==> config.mk <==
export PLATFORM = sky130hd
export DESIGN_NAME = f2h_conv
export DESIGN_NICKNAME = d
export VERILOG_FILES = /design/src/rtl/f2h_pkg.sv /design/src/rtl/f2h_classify.sv /design/src/rtl/f2h_round_pack.sv /design/src/rtl/f2h_conv.sv
export SDC_FILE = /design/constraint.sdc
export NUM_CORES = 1
export LEC_CHECK = 0
export ABC_AREA = 0
export BUFFER_PORTS_ARGS = -buffer_cell sky130_fd_sc_hd__buf_4
export CORE_MARGIN = 5
export CORE_UTILIZATION = 60
export DETAILED_ROUTE_END_ITERATION = 6
export PLACE_DENSITY = 0.8
export SLEW_MARGIN = 10
export SYNTH_ARGS = -nofsm -noshare
export SYNTH_HDL_FRONTEND = slang
export SYNTH_SLANG_ARGS = --single-unit
==> constraint.sdc <==
create_clock -name clk_i -period 9.2 [get_ports clk_i]
set_clock_uncertainty 0.2 [all_clocks]
set_input_delay 0.46 -clock clk_i [delete_from_list [all_inputs] [get_ports clk_i]]
set_output_delay 0.46 -clock clk_i [all_outputs]
set_load 0.005 [all_outputs]
==> src/rtl/f2h_pkg.sv <==
package f2h_pkg;
  localparam int SEXP_W  = 8;
  localparam int SFRAC_W = 23;
  localparam int HEXP_W  = 5;
  localparam int HFRAC_W = 10;
  localparam int SBIAS   = 127;
  localparam int HBIAS   = 15;
  localparam int SIG_W   = SFRAC_W + 1;
  localparam int DROP_W  = SFRAC_W - HFRAC_W;
  localparam int MAG_W   = HEXP_W + HFRAC_W;
  localparam int HEXP_MAX = (1 << HEXP_W) - 1;
  localparam int MAX_SH  = SIG_W;
  localparam int SH_W    = $clog2(MAX_SH + 1);

  typedef enum logic [2:0] {
    CLS_ZERO, CLS_INF, CLS_NAN, CLS_NORM, CLS_SUB
  } f2h_cls_e;

  typedef struct packed {
    logic              sign;
    logic              even;
    f2h_cls_e          cls;
    logic [HEXP_W-1:0] exp;
    logic [SIG_W-1:0]  sig;
    logic [SH_W-1:0]   shift;
  } f2h_s1_t;
endpackage

==> src/rtl/f2h_classify.sv <==
module f2h_classify
  import f2h_pkg::*;
(
  input  logic        mode_i,
  input  logic [31:0] data_i,
  output f2h_s1_t     s1_o
);
  logic [SEXP_W-1:0]  e;
  logic [SFRAC_W-1:0] f;
  logic signed [9:0]  newexp;
  logic signed [9:0]  sh;

  assign e      = data_i[30:23];
  assign f      = data_i[22:0];
  assign newexp = $signed({2'b00, e}) - 10'(SBIAS - HBIAS);
  assign sh     = 10'(DROP_W + 1) - newexp;

  always_comb begin
    s1_o       = '0;
    s1_o.sign  = data_i[31];
    s1_o.even  = mode_i;
    s1_o.sig   = {1'b1, f};
    if (e == '0) begin
      s1_o.cls = CLS_ZERO;
    end else if (e == '1) begin
      s1_o.cls = (f != '0) ? CLS_NAN : CLS_INF;
    end else if (newexp >= 10'(HEXP_MAX)) begin
      s1_o.cls = CLS_INF;
    end else if (newexp <= 10'sd0) begin
      if (sh > 10'(MAX_SH)) begin
        s1_o.cls = CLS_ZERO;
      end else begin
        s1_o.cls   = CLS_SUB;
        s1_o.shift = sh[SH_W-1:0];
      end
    end else begin
      s1_o.cls = CLS_NORM;
      s1_o.exp = newexp[HEXP_W-1:0];
    end
  end
endmodule

==> src/rtl/f2h_round_pack.sv <==
module f2h_round_pack
  import f2h_pkg::*;
(
  input  f2h_s1_t     s1_i,
  output logic [15:0] data_o
);
  logic [MAG_W-1:0] trunc;
  logic [MAG_W-1:0] mag;
  logic [SIG_W-1:0] shifted;
  logic [SIG_W-1:0] lowmask;
  logic [SIG_W-1:0] rbit_vec;
  logic [SH_W-1:0]  sh_m1;
  logic             rbit;
  logic             sticky;
  logic             inc;

  assign sh_m1    = s1_i.shift - SH_W'(1);
  assign shifted  = s1_i.sig >> s1_i.shift;
  assign rbit_vec = s1_i.sig >> sh_m1;
  assign lowmask  = (SIG_W'(1) << sh_m1) - SIG_W'(1);

  always_comb begin
    if (s1_i.cls == CLS_SUB) begin
      trunc  = {{HEXP_W{1'b0}}, shifted[HFRAC_W-1:0]};
      rbit   = rbit_vec[0];
      sticky = |(s1_i.sig & lowmask);
    end else begin
      trunc  = {s1_i.exp, s1_i.sig[SFRAC_W-1:DROP_W]};
      rbit   = s1_i.sig[DROP_W-1];
      sticky = |s1_i.sig[DROP_W-2:0];
    end
  end

  // half-up: any rounding bit; even: needs sticky or odd lsb
  assign inc = rbit & (~s1_i.even | sticky | trunc[0]);
  assign mag = trunc + MAG_W'(inc);

  always_comb begin
    unique case (s1_i.cls)
      CLS_NAN:  data_o = {s1_i.sign, {HEXP_W{1'b1}}, 1'b1, {(HFRAC_W-1){1'b0}}};
      CLS_INF:  data_o = {s1_i.sign, {HEXP_W{1'b1}}, {HFRAC_W{1'b0}}};
      CLS_NORM,
      CLS_SUB:  data_o = {s1_i.sign, mag};
      default:  data_o = {s1_i.sign, {MAG_W{1'b0}}};
    endcase
  end
endmodule

==> src/rtl/f2h_conv.sv <==
module f2h_conv
  import f2h_pkg::*;
(
  input  logic        clk_i,
  input  logic        rst_ni,
  input  logic        in_valid_i,
  input  logic        mode_i,
  input  logic [31:0] in_data_i,
  output logic        out_valid_o,
  output logic [15:0] out_data_o
);
  f2h_s1_t     s1_d, s1_q;
  logic        s1_vld_q;
  logic [15:0] s2_d;

  f2h_classify u_classify (
    .mode_i (mode_i),
    .data_i (in_data_i),
    .s1_o   (s1_d)
  );

  always_ff @(posedge clk_i or negedge rst_ni) begin
    if (!rst_ni) begin
      s1_vld_q <= 1'b0;
      s1_q     <= '0;
    end else begin
      s1_vld_q <= in_valid_i;
      if (in_valid_i) s1_q <= s1_d;
    end
  end

  f2h_round_pack u_round_pack (
    .s1_i   (s1_q),
    .data_o (s2_d)
  );

  always_ff @(posedge clk_i or negedge rst_ni) begin
    if (!rst_ni) begin
      out_valid_o <= 1'b0;
      out_data_o  <= '0;
    end else begin
      out_valid_o <= s1_vld_q;
      if (s1_vld_q) out_data_o <= s2_d;
    end
  end
endmodule

==> results of run 1 <==
## sequential cells by signal, summed over array words and instances (netlist names)
name         cells
s1_vld_q         1
out_data_o      16
s1_q            39
out_valid_o      1
## worst min-delay path by stage
| stage | from | to | depth (start not counted) |
|---|---|---|---|
| after floorplan | rst_ni | out_data_o[0]$_DFFE_PN0P_ | 0 |
| after global placement | out_data_o[7]$_DFFE_PN0P_ | out_data_o[7]$_DFFE_PN0P_ | 1 |
| after detailed placement | out_data_o[7]$_DFFE_PN0P_ | out_data_o[7]$_DFFE_PN0P_ | 1 |
| after CTS | in_data_i[5] | s1_q[10]$_DFFE_PN0P_ | 3 |
| after global routing | in_data_i[5] | s1_q[10]$_DFFE_PN0P_ | 3 |
| final | in_data_i[5] | s1_q[10]$_DFFE_PN0P_ | 3 |
## worst min-delay path: cells and delay by family
family	cells	cell delay, ns
AOI/OAI and AO/OA	1	0.06
buffers and inverters	1	0.09
and+or+nand+nor	1	0.04
## cells by family after synthesis
kind of cell    count (synthesis)  share of synthesized area (%)
simple gates                  229                           20.4
compound gates                166                           19.9
buf+inv                        94                           8.24
mux                            86                           20.9
flops                          57                           24.0
xor+xnor                       25                           3.80
fa+ha+maj                      13                           2.73
## layer usage
layer / wire (µm) / global-route usage, %
met4: 693 / 13.4
met1: 7590 / 46.4
met3: 1750 / 5.23
met5: 0 / 0
met2: 8230 / 47.6
## stage by stage
step           area, µm²  worst slack [ns]  util [%]  hold slack [ns]
6_report            6360              4.31      65.4            0.128
5_1_grt             6360              3.92      65.4            0.123
4_1_cts             6360              4.37      65.4            0.116
3_5_place_dp        6170              4.38      63.4            0.287
3_3_place_gp        6170              4.49      63.4            0.278
2_1_floorplan       5950              4.94         -          -0.0356
## what timing repair did
item	in CTS	in global routing
endpoints found under the setup margin	0	0
hold buffers	1	0
resized for setup	0	0
endpoints found under the hold margin	51	0
## layout make-up
type,instances,area share [%]
sequential,57,22.4
clock inverter,4,0.708
clock buffer,10,2.16
tap,133,2.61
multi-input combinational,519,63.4
timing repair buffer,59,7.00
inverter,28,1.65
## power by group
part / switching [mW] / internal (mW)
clock network: 0.104 / 0.128
registers: 0.0484 / 0.274
logic: 0.198 / 0.162
total: 0.350 / 0.564
## synthesized netlist by cell type, types with 5 or more instances
cell      instances  area [µm²]
a211oi_1          5        37.5
a21oi_1          25         125
a221oi_1          5        43.8
a22o_1            7        61.3
a22oi_1           6        45.0
a31oi_1          14        87.6
and3_1            8        50.1
buf_1             5        18.8
buf_2             7        35.0
buf_6             7        78.8
clkbuf_1         38         143
dfrtp_1          57        1430
ha_1             13         163
inv_1            28         105
mux2_2           38         428
mux2i_1          21         210
mux4_2           27         608
nand2_1          67         251
nand2b_1          9        56.3
nand3_1          18        90.1
nand4_1           9        56.3
nor2_1           44         165
nor2b_1           8        50.1
nor3_1           16        80.1
nor3b_1           5        37.5
nor4_1           10        62.6
o211ai_1          9        67.6
o21ai_0          36         180
o22ai_1          10        62.6
or3_1             5        31.3
xnor2_1          18         158
xor2_1            6        52.6
==> reports/qor.csv, run 1 <==
stage;metric;value;unit
synth;ys.flop_type;dfrtp_1;
synth;synthCells;670;
clock_tree;cts_root_buf;clkbuf_8;
detailed_routing;drtIter0Drc;827;
detailed_routing;ant_nets;0;
power;power.density;144;nW/µm²
detailed_routing;vias;5628;
power;p_leak;2.46;nW
setup_path;r2r_cells;17;
detailed_routing;drc;1;
setup_path;critPathMaxStageDelay;0.47;ns
detailed_routing;wl_per_cell;22.6;µm
run_status;status;finished, violations left;
timing;fin_crit_sh;53.1;%
clock_tree;htreeDepth;3;
placed_design;io_buffer_count;52;
finish;seqCellArea;1430;µm²
clock_tree;cts_buffer_depth;2;
detailed_routing;post_drt_via_cell_ratio;6.95;
job;drv_cap;0;
setup_path;endpoint;out_data_o[0]$_DFFE_PN0P_;
detailed_routing;drt-total-wl;18300;µm
finish;final_common_cell;nand2_1;
setup_path;critPathLaunchType;flip-flop;
setup_path;critPathBufInv;3;
finish;final_nets;723;
global_route;grt_pass1_wl;29400;µm
floorplan;core_area;9730;µm²
worst_hold_path;hold_path_class;in2reg;
finish;antenna_cells;0;
setup_path;cp_top_family;simple AND/OR/NAND/NOR gates;
finish;fin_cells;810;
setup_path;critical_path_depth;17;
synth;syn_area;5950;µm²
clock_tree;path_clk_slew;0.08;ns
setup_path;required;9.22;ns
synth;synth_edf_count;0;
global_route;grt.overflow.total;0;
setup_path;reg2reg_from;s1_q[0]$_DFFE_PN0P_;
finish;drive_above_1_share;24.1;%
setup_path;worstPathMaxFanout;36;
global_route;grt_antenna_before_repair;0;
floorplan;die_h;110;µm
setup_path;reg2reg_to;out_data_o[0]$_DFFE_PN0P_;
synth;yosysSeqAreaShare;24.0;%
setup_path;critPathKind;reg2reg;
synth;synth_area_per_cell;8.89;µm²
floorplan;row_count;36;
clock_tree;cts_buffers;9;
floorplan;ioPinCount;53;
timing;maxSlewHeadroom;42.9;%
timing;rsz0062_at_grt;false;
synth;yosys_warnings;0;
floorplan;die_w;110;µm
synth;synth.distinct_cells;86;
timing;setup_viol;0;
setup_path;startpoint;s1_q[0]$_DFFE_PN0P_;
detailed_routing;drt_pass1_iterations;7;
synth;synthesis.nets;719;
power;ir_drop;0.000122;V
timing;setup_tns;0;ns
finish;mostFrequentLayoutCells;nand2_1 (67), buf_4 (58), dfrtp_1 (56);
run_status;violations;design-rule violations;
global_route;grt_pass1_vias;5351;
timing;max_freq;205;MHz
setup_path;crit_chain;buf_4, inv_1, ha_1, xnor2_2, nand3_1, nor2_1, nand2_1, ha_1, inv_1, a221oi_1, o21ai_0, a31oi_1, o221a_2, o311a_1, nand4_1, nor4_1, o311ai_1;
setup_path;crit_path_top_delay_cell;ha_1;
finish;multi_input_comb_area;4040;µm²
global_route;track_usage;32.1;%
floorplan;die_area;12000;µm²
timing;slew_viol_final;0;
synth;synthArstFlopShare;100;%
finish;fillers;840;
timing;fin_crit;4.89;ns
clock_tree;clk_latency;0.36;ns
placed_design;place_congestion;0.959;
timing;tightest_slew;0.855;ns
setup_path;arrival;4.91;ns
setup_path;end_kind;flip-flop;
floorplan;start_util;61.2;%
setup_path;regToRegSetupSlack;4.31;ns
clock_tree;tritoncts;yes;
clock_tree;cts_sinks;57;
clock_tree;cts_setup_buffers;0;
synth;ys_ff_latch;57;
placed_design;dp.final_hpwl;13300;µm
global_route;grt_max_degree;58;
timing;hold_viol_final;0;
power;power;0.914;mW
finish;syn_to_final_growth;6.89;%
placed_design;dp.cells;795;
No activity file was read; power rests on OpenSTA's default activity.
==> run 2: changes to the inputs <==
--- a/config.mk
+++ b/config.mk
@@ -5,12 +5,12 @@
 export SDC_FILE = /design/constraint.sdc
 export NUM_CORES = 1
 export LEC_CHECK = 0
-export ABC_AREA = 0
+export ABC_AREA = 1
 export BUFFER_PORTS_ARGS = -buffer_cell sky130_fd_sc_hd__buf_4
 export CORE_MARGIN = 5
-export CORE_UTILIZATION = 60
+export CORE_UTILIZATION = 55
 export DETAILED_ROUTE_END_ITERATION = 6
-export PLACE_DENSITY = 0.8
+export PLACE_DENSITY = 0.78
 export SLEW_MARGIN = 10
 export SYNTH_ARGS = -nofsm -noshare
 export SYNTH_HDL_FRONTEND = slang
==> constraint.sdc (replaced) <==
create_clock -name clk_i -period 4.1 [get_ports clk_i]
set_clock_uncertainty 0.2 [all_clocks]
set_input_delay 0.205 -clock clk_i [delete_from_list [all_inputs] [get_ports clk_i]]
set_output_delay 0.205 -clock clk_i [all_outputs]
set_load 0.005 [all_outputs]
==> run 2 against run 1 <==
The run now ends clean; wire length fell by 4.2%; first-iteration DRC count fell by 22%; core utilization rose by 2.1 points; clock power rose to 2.9 times the previous value; register-to-register slack got worse by 4.1 ns; die area fell by 2.8%; cell count rose by 32%; sequential share of layout area rose by 0.22 points; critical endpoint unchanged.
==> reports/qor.csv, run 2 <==
stage;metric;value;unit;change
run_status;status;completed;;was finished, violations left
clock_tree;cts_root_buf;clkbuf_8;;unchanged
detailed_routing;wl_per_cell;16.3;µm;was 22.6 µm
synth;synthesis.nets;917;;was 719
synth;post-synth-top-count-cell;nand2_1;;unchanged
clock_tree;cts_sinks;57;;unchanged
synth;yosysTopAreaCell;dfrtp_1;;unchanged
synth;synth.distinct_cells;44;;was 86
synth;yosys_warnings;0;;unchanged
floorplan;die_area;11700;µm²;was 12000 µm²
clock_tree;htreeDepth;3;;unchanged
setup_path;required;4.14;ns;was 9.22 ns
timing;setup_viol;0;;unchanged
global_route;grt.overflow.total;0;;unchanged
synth;synth_top_area_share;27.0;%;was 24.0%
synth;yosys-top-cells-area;dfrtp_1 (27%), nand2_1 (18%), nand3_1 (9.5%);;was dfrtp_1 (24%), mux4_2 (10%), mux2_2 (7.2%)
power;p_leak;3.31;nW;was 2.46 nW
timing;fin_crit_sh;94.9;%;was 53.1%
detailed_routing;ant_nets;0;;unchanged
synth;synthCells;868;;was 670
setup_path;end_kind;flip-flop;;unchanged
clock_tree;cts.repair.resized;0;;unchanged
synth;synth_edf_count;0;;unchanged
detailed_routing;drt_pass1_iterations;5;;was 7
synth;yosysSeqAreaShare;27.0;%;was 24.0%
finish;seqCellArea;1430;µm²;about the same
finish;multi_input_comb_area;3310;µm²;was 4040 µm²
finish;utilization;67.5;%;was 65.4%
setup_path;arrival;3.93;ns;was 4.91 ns
finish;top_regs;s1_q: 39 flops, out_data_o: 16 flops;;unchanged
worst_hold_path;hold_path_class;in2reg;;unchanged
power;power.density;321;nW/µm²;was 144 nW/µm²
floorplan;die_h;108;µm;was 110 µm
finish;drive_above_1_share;12.0;%;was 24.1%
floorplan;die_w;108;µm;was 110 µm
clock_tree;tritoncts;yes;;unchanged
finish;mostFrequentLayoutCells;nand2_1 (258), inv_1 (102), nand3_1 (100);;was nand2_1 (67), buf_4 (58), dfrtp_1 (56)
finish;final_nets;987;;was 723
finish;fillers;883;;was 840
finish;antenna_cells;0;;unchanged
setup_path;critPathKind;reg2reg;;unchanged
global_route;grt_pass1_wl;29500;µm;was 29400 µm
floorplan;row_count;35;;was 36
clock_tree;path_clk_slew;0.08;ns;about the same
setup_path;critPathLaunchType;flip-flop;;unchanged
placed_design;place_congestion;0.964;;was 0.959
timing;fin_crit;3.89;ns;was 4.89 ns
placed_design;dp.final_hpwl;13300;µm;about the same
floorplan;core_area;9330;µm²;was 9730 µm²
detailed_routing;vias;6154;;was 5628
floorplan;start_util;56.7;%;was 61.2%
synth;syn_area;5290;µm²;was 5950 µm²
global_route;grt_pass1_vias;5976;;was 5351
global_route;grt_max_degree;66;;was 58
finish;syn_to_final_growth;19.1;%;was 6.89%
detailed_routing;post_drt_via_cell_ratio;5.74;;was 6.95
finish;top_register;s1_q;;unchanged
finish;final_common_cell;nand2_1;;unchanged
timing;max_freq;257;MHz;was 205 MHz
clock_tree;cts_buffers;9;;unchanged
detailed_routing;drt-total-wl;17500;µm;was 18300 µm
synth;synth_area_per_cell;6.09;µm²;was 8.89 µm²
detailed_routing;drc;0;;was 1
synth;synthArstFlopShare;100;%;unchanged
timing;setup_tns;0;ns;unchanged
synth;ys.flop_type;dfrtp_1;;unchanged
power;ir_drop;0.000266;V;was 0.000122 V
detailed_routing;drtIter0Drc;644;;was 827
timing;maxSlewHeadroom;50.6;%;was 42.9%
timing;hold_viol_final;0;;unchanged
floorplan;ioPinCount;53;;unchanged
timing;tightest_slew;0.741;ns;was 0.855 ns
synth;ys_ff_latch;57;;unchanged
finish;largest_register_ffs;39;;unchanged
power;power;2.02;mW;was 0.914 mW
synth;synth.top_cells.by_count;nand2_1 (258), inv_1 (102), nand3_1 (100);;was nand2_1 (67), dfrtp_1 (57), nor2_1 (44)
job;drv_cap;0;;unchanged
global_route;grt_antenna_before_repair;0;;unchanged
timing;slew_viol_final;0;;unchanged
placed_design;io_buffer_count;52;;unchanged
timing;rsz0062_at_grt;false;;unchanged
clock_tree;clk_latency;0.34;ns;was 0.36 ns
clock_tree;cts_buffer_depth;2;;unchanged
setup_path;worstPathMaxFanout;16;;was 36
global_route;track_usage;31.5;%;was 32.1%
==> run 2: cell types whose count changed after synthesis, sizes merged, moves of 11 or more <==
cell    delta
nor2      +47
xnor2     -18
mux2      -38
a31oi     -14
buf       -14
nand3     +88
mux4      -27
clkbuf    -24
mux2i     -20
nand2    +199
nor3      -11
o21ai     +59
inv       +82
==> run 2: area by class of cell <==
cell class | count | area share [%]
Multi-Input combinational cell | 673 | 52.6
Sequential cell | 57 | 22.6
Timing Repair Buffer | 87 | 11.7
Inverter | 110 | 6.56
Tap cell | 129 | 2.56
Clock inverter | 7 | 1.99
Clock buffer | 9 | 1.97
==> run 2: final timing paths <==
check	endpoint	slack [ns]	start	depth (start not counted)
worst min register to register	s1_q[33]$_DFFE_PN0P_	0.29	s1_q[33]$_DFFE_PN0P_	2
worst max register to register	out_data_o[0]$_DFFE_PN0P_	0.21	s1_q[2]$_DFFE_PN0P_	21
max in group asynchronous	s1_q[14]$_DFFE_PN0P_	2.94	rst_ni	2
worst max-delay path	out_data_o[0]$_DFFE_PN0P_	0.21	s1_q[2]$_DFFE_PN0P_	21
worst min-delay path	s1_q[30]$_DFFE_PN0P_	0.01	in_data_i[24]	3
min in group asynchronous	s1_q[24]$_DFFE_PN0P_	0.26	rst_ni	2
==> run 2: routing by layer <==
layer	global-route usage, %	wire (µm)	up-vias
met3	3.64	1320	38
met2	51.5	8070	289
met4	9.20	420	0
met1	43.9	7690	2835
met5	0	0	-
li1	-	-	2992
==> run 2: kinds of logic after synthesis <==
kind of cell             count (synthesis)  synth area share [%]
multiplexers                             1                 0.189
adder cells (fa/ha/maj)                 13                  3.08
flip-flops                              57                  27.0
buffers and inverters                  138                  10.4
AND/OR/NAND/NOR                        500                  42.0
AO/OA/AOI/OAI                          153                  16.4
XOR/XNOR                                 6                 0.994
==> run 2: repair_timing <==
item,in CTS,in global routing
setup buffers,0,0
endpoints found under the hold margin,85,0
hold buffers,29,0
==> run 2: through the flow <==
stage | instances | hold slack [ns] | cell area, µm² | setup WS (ns)
global placement | 1027 | 0.112 | 5760 | 0.452
floorplan | 868 | -0.291 | 5290 | 0.592
CTS | 1072 | 0.00399 | 6300 | 0.344
detailed placement | 1027 | 0.118 | 5760 | 0.358
global route | 1072 | 0.0220 | 6300 | 0.0529
finish | 1072 | 0.0150 | 6300 | 0.208
==> run 2: power breakdown <==
part | internal, mW | total [mW] | switching [mW]
clock | 0.410 | 0.683 | 0.273
sequential | 0.612 | 0.665 | 0.0528
combinational | 0.241 | 0.675 | 0.433
total | 1.26 | 2.02 | 0.759
==> run 2: worst max-delay path, stage by stage (launching register included) <==
cell and delay [ns]:
dfrtp_1 0.59, nor2_2 0.50, nand2_1 0.14, nand2_1 0.13, nand2_4 0.14, nand3_1 0.21, ha_1 0.23, nand2_1 0.13
nor2_4 0.21, nand2_1 0.13, nor2_1 0.27, nand3_1 0.13, nand3_1 0.10, nand2_1 0.05, nor2_1 0.09, nand2_1 0.07
o21ai_1 0.11, nand2_1 0.06, nand2_1 0.06, nand2_1 0.08, nand2_1 0.10, nand2_1 0.06
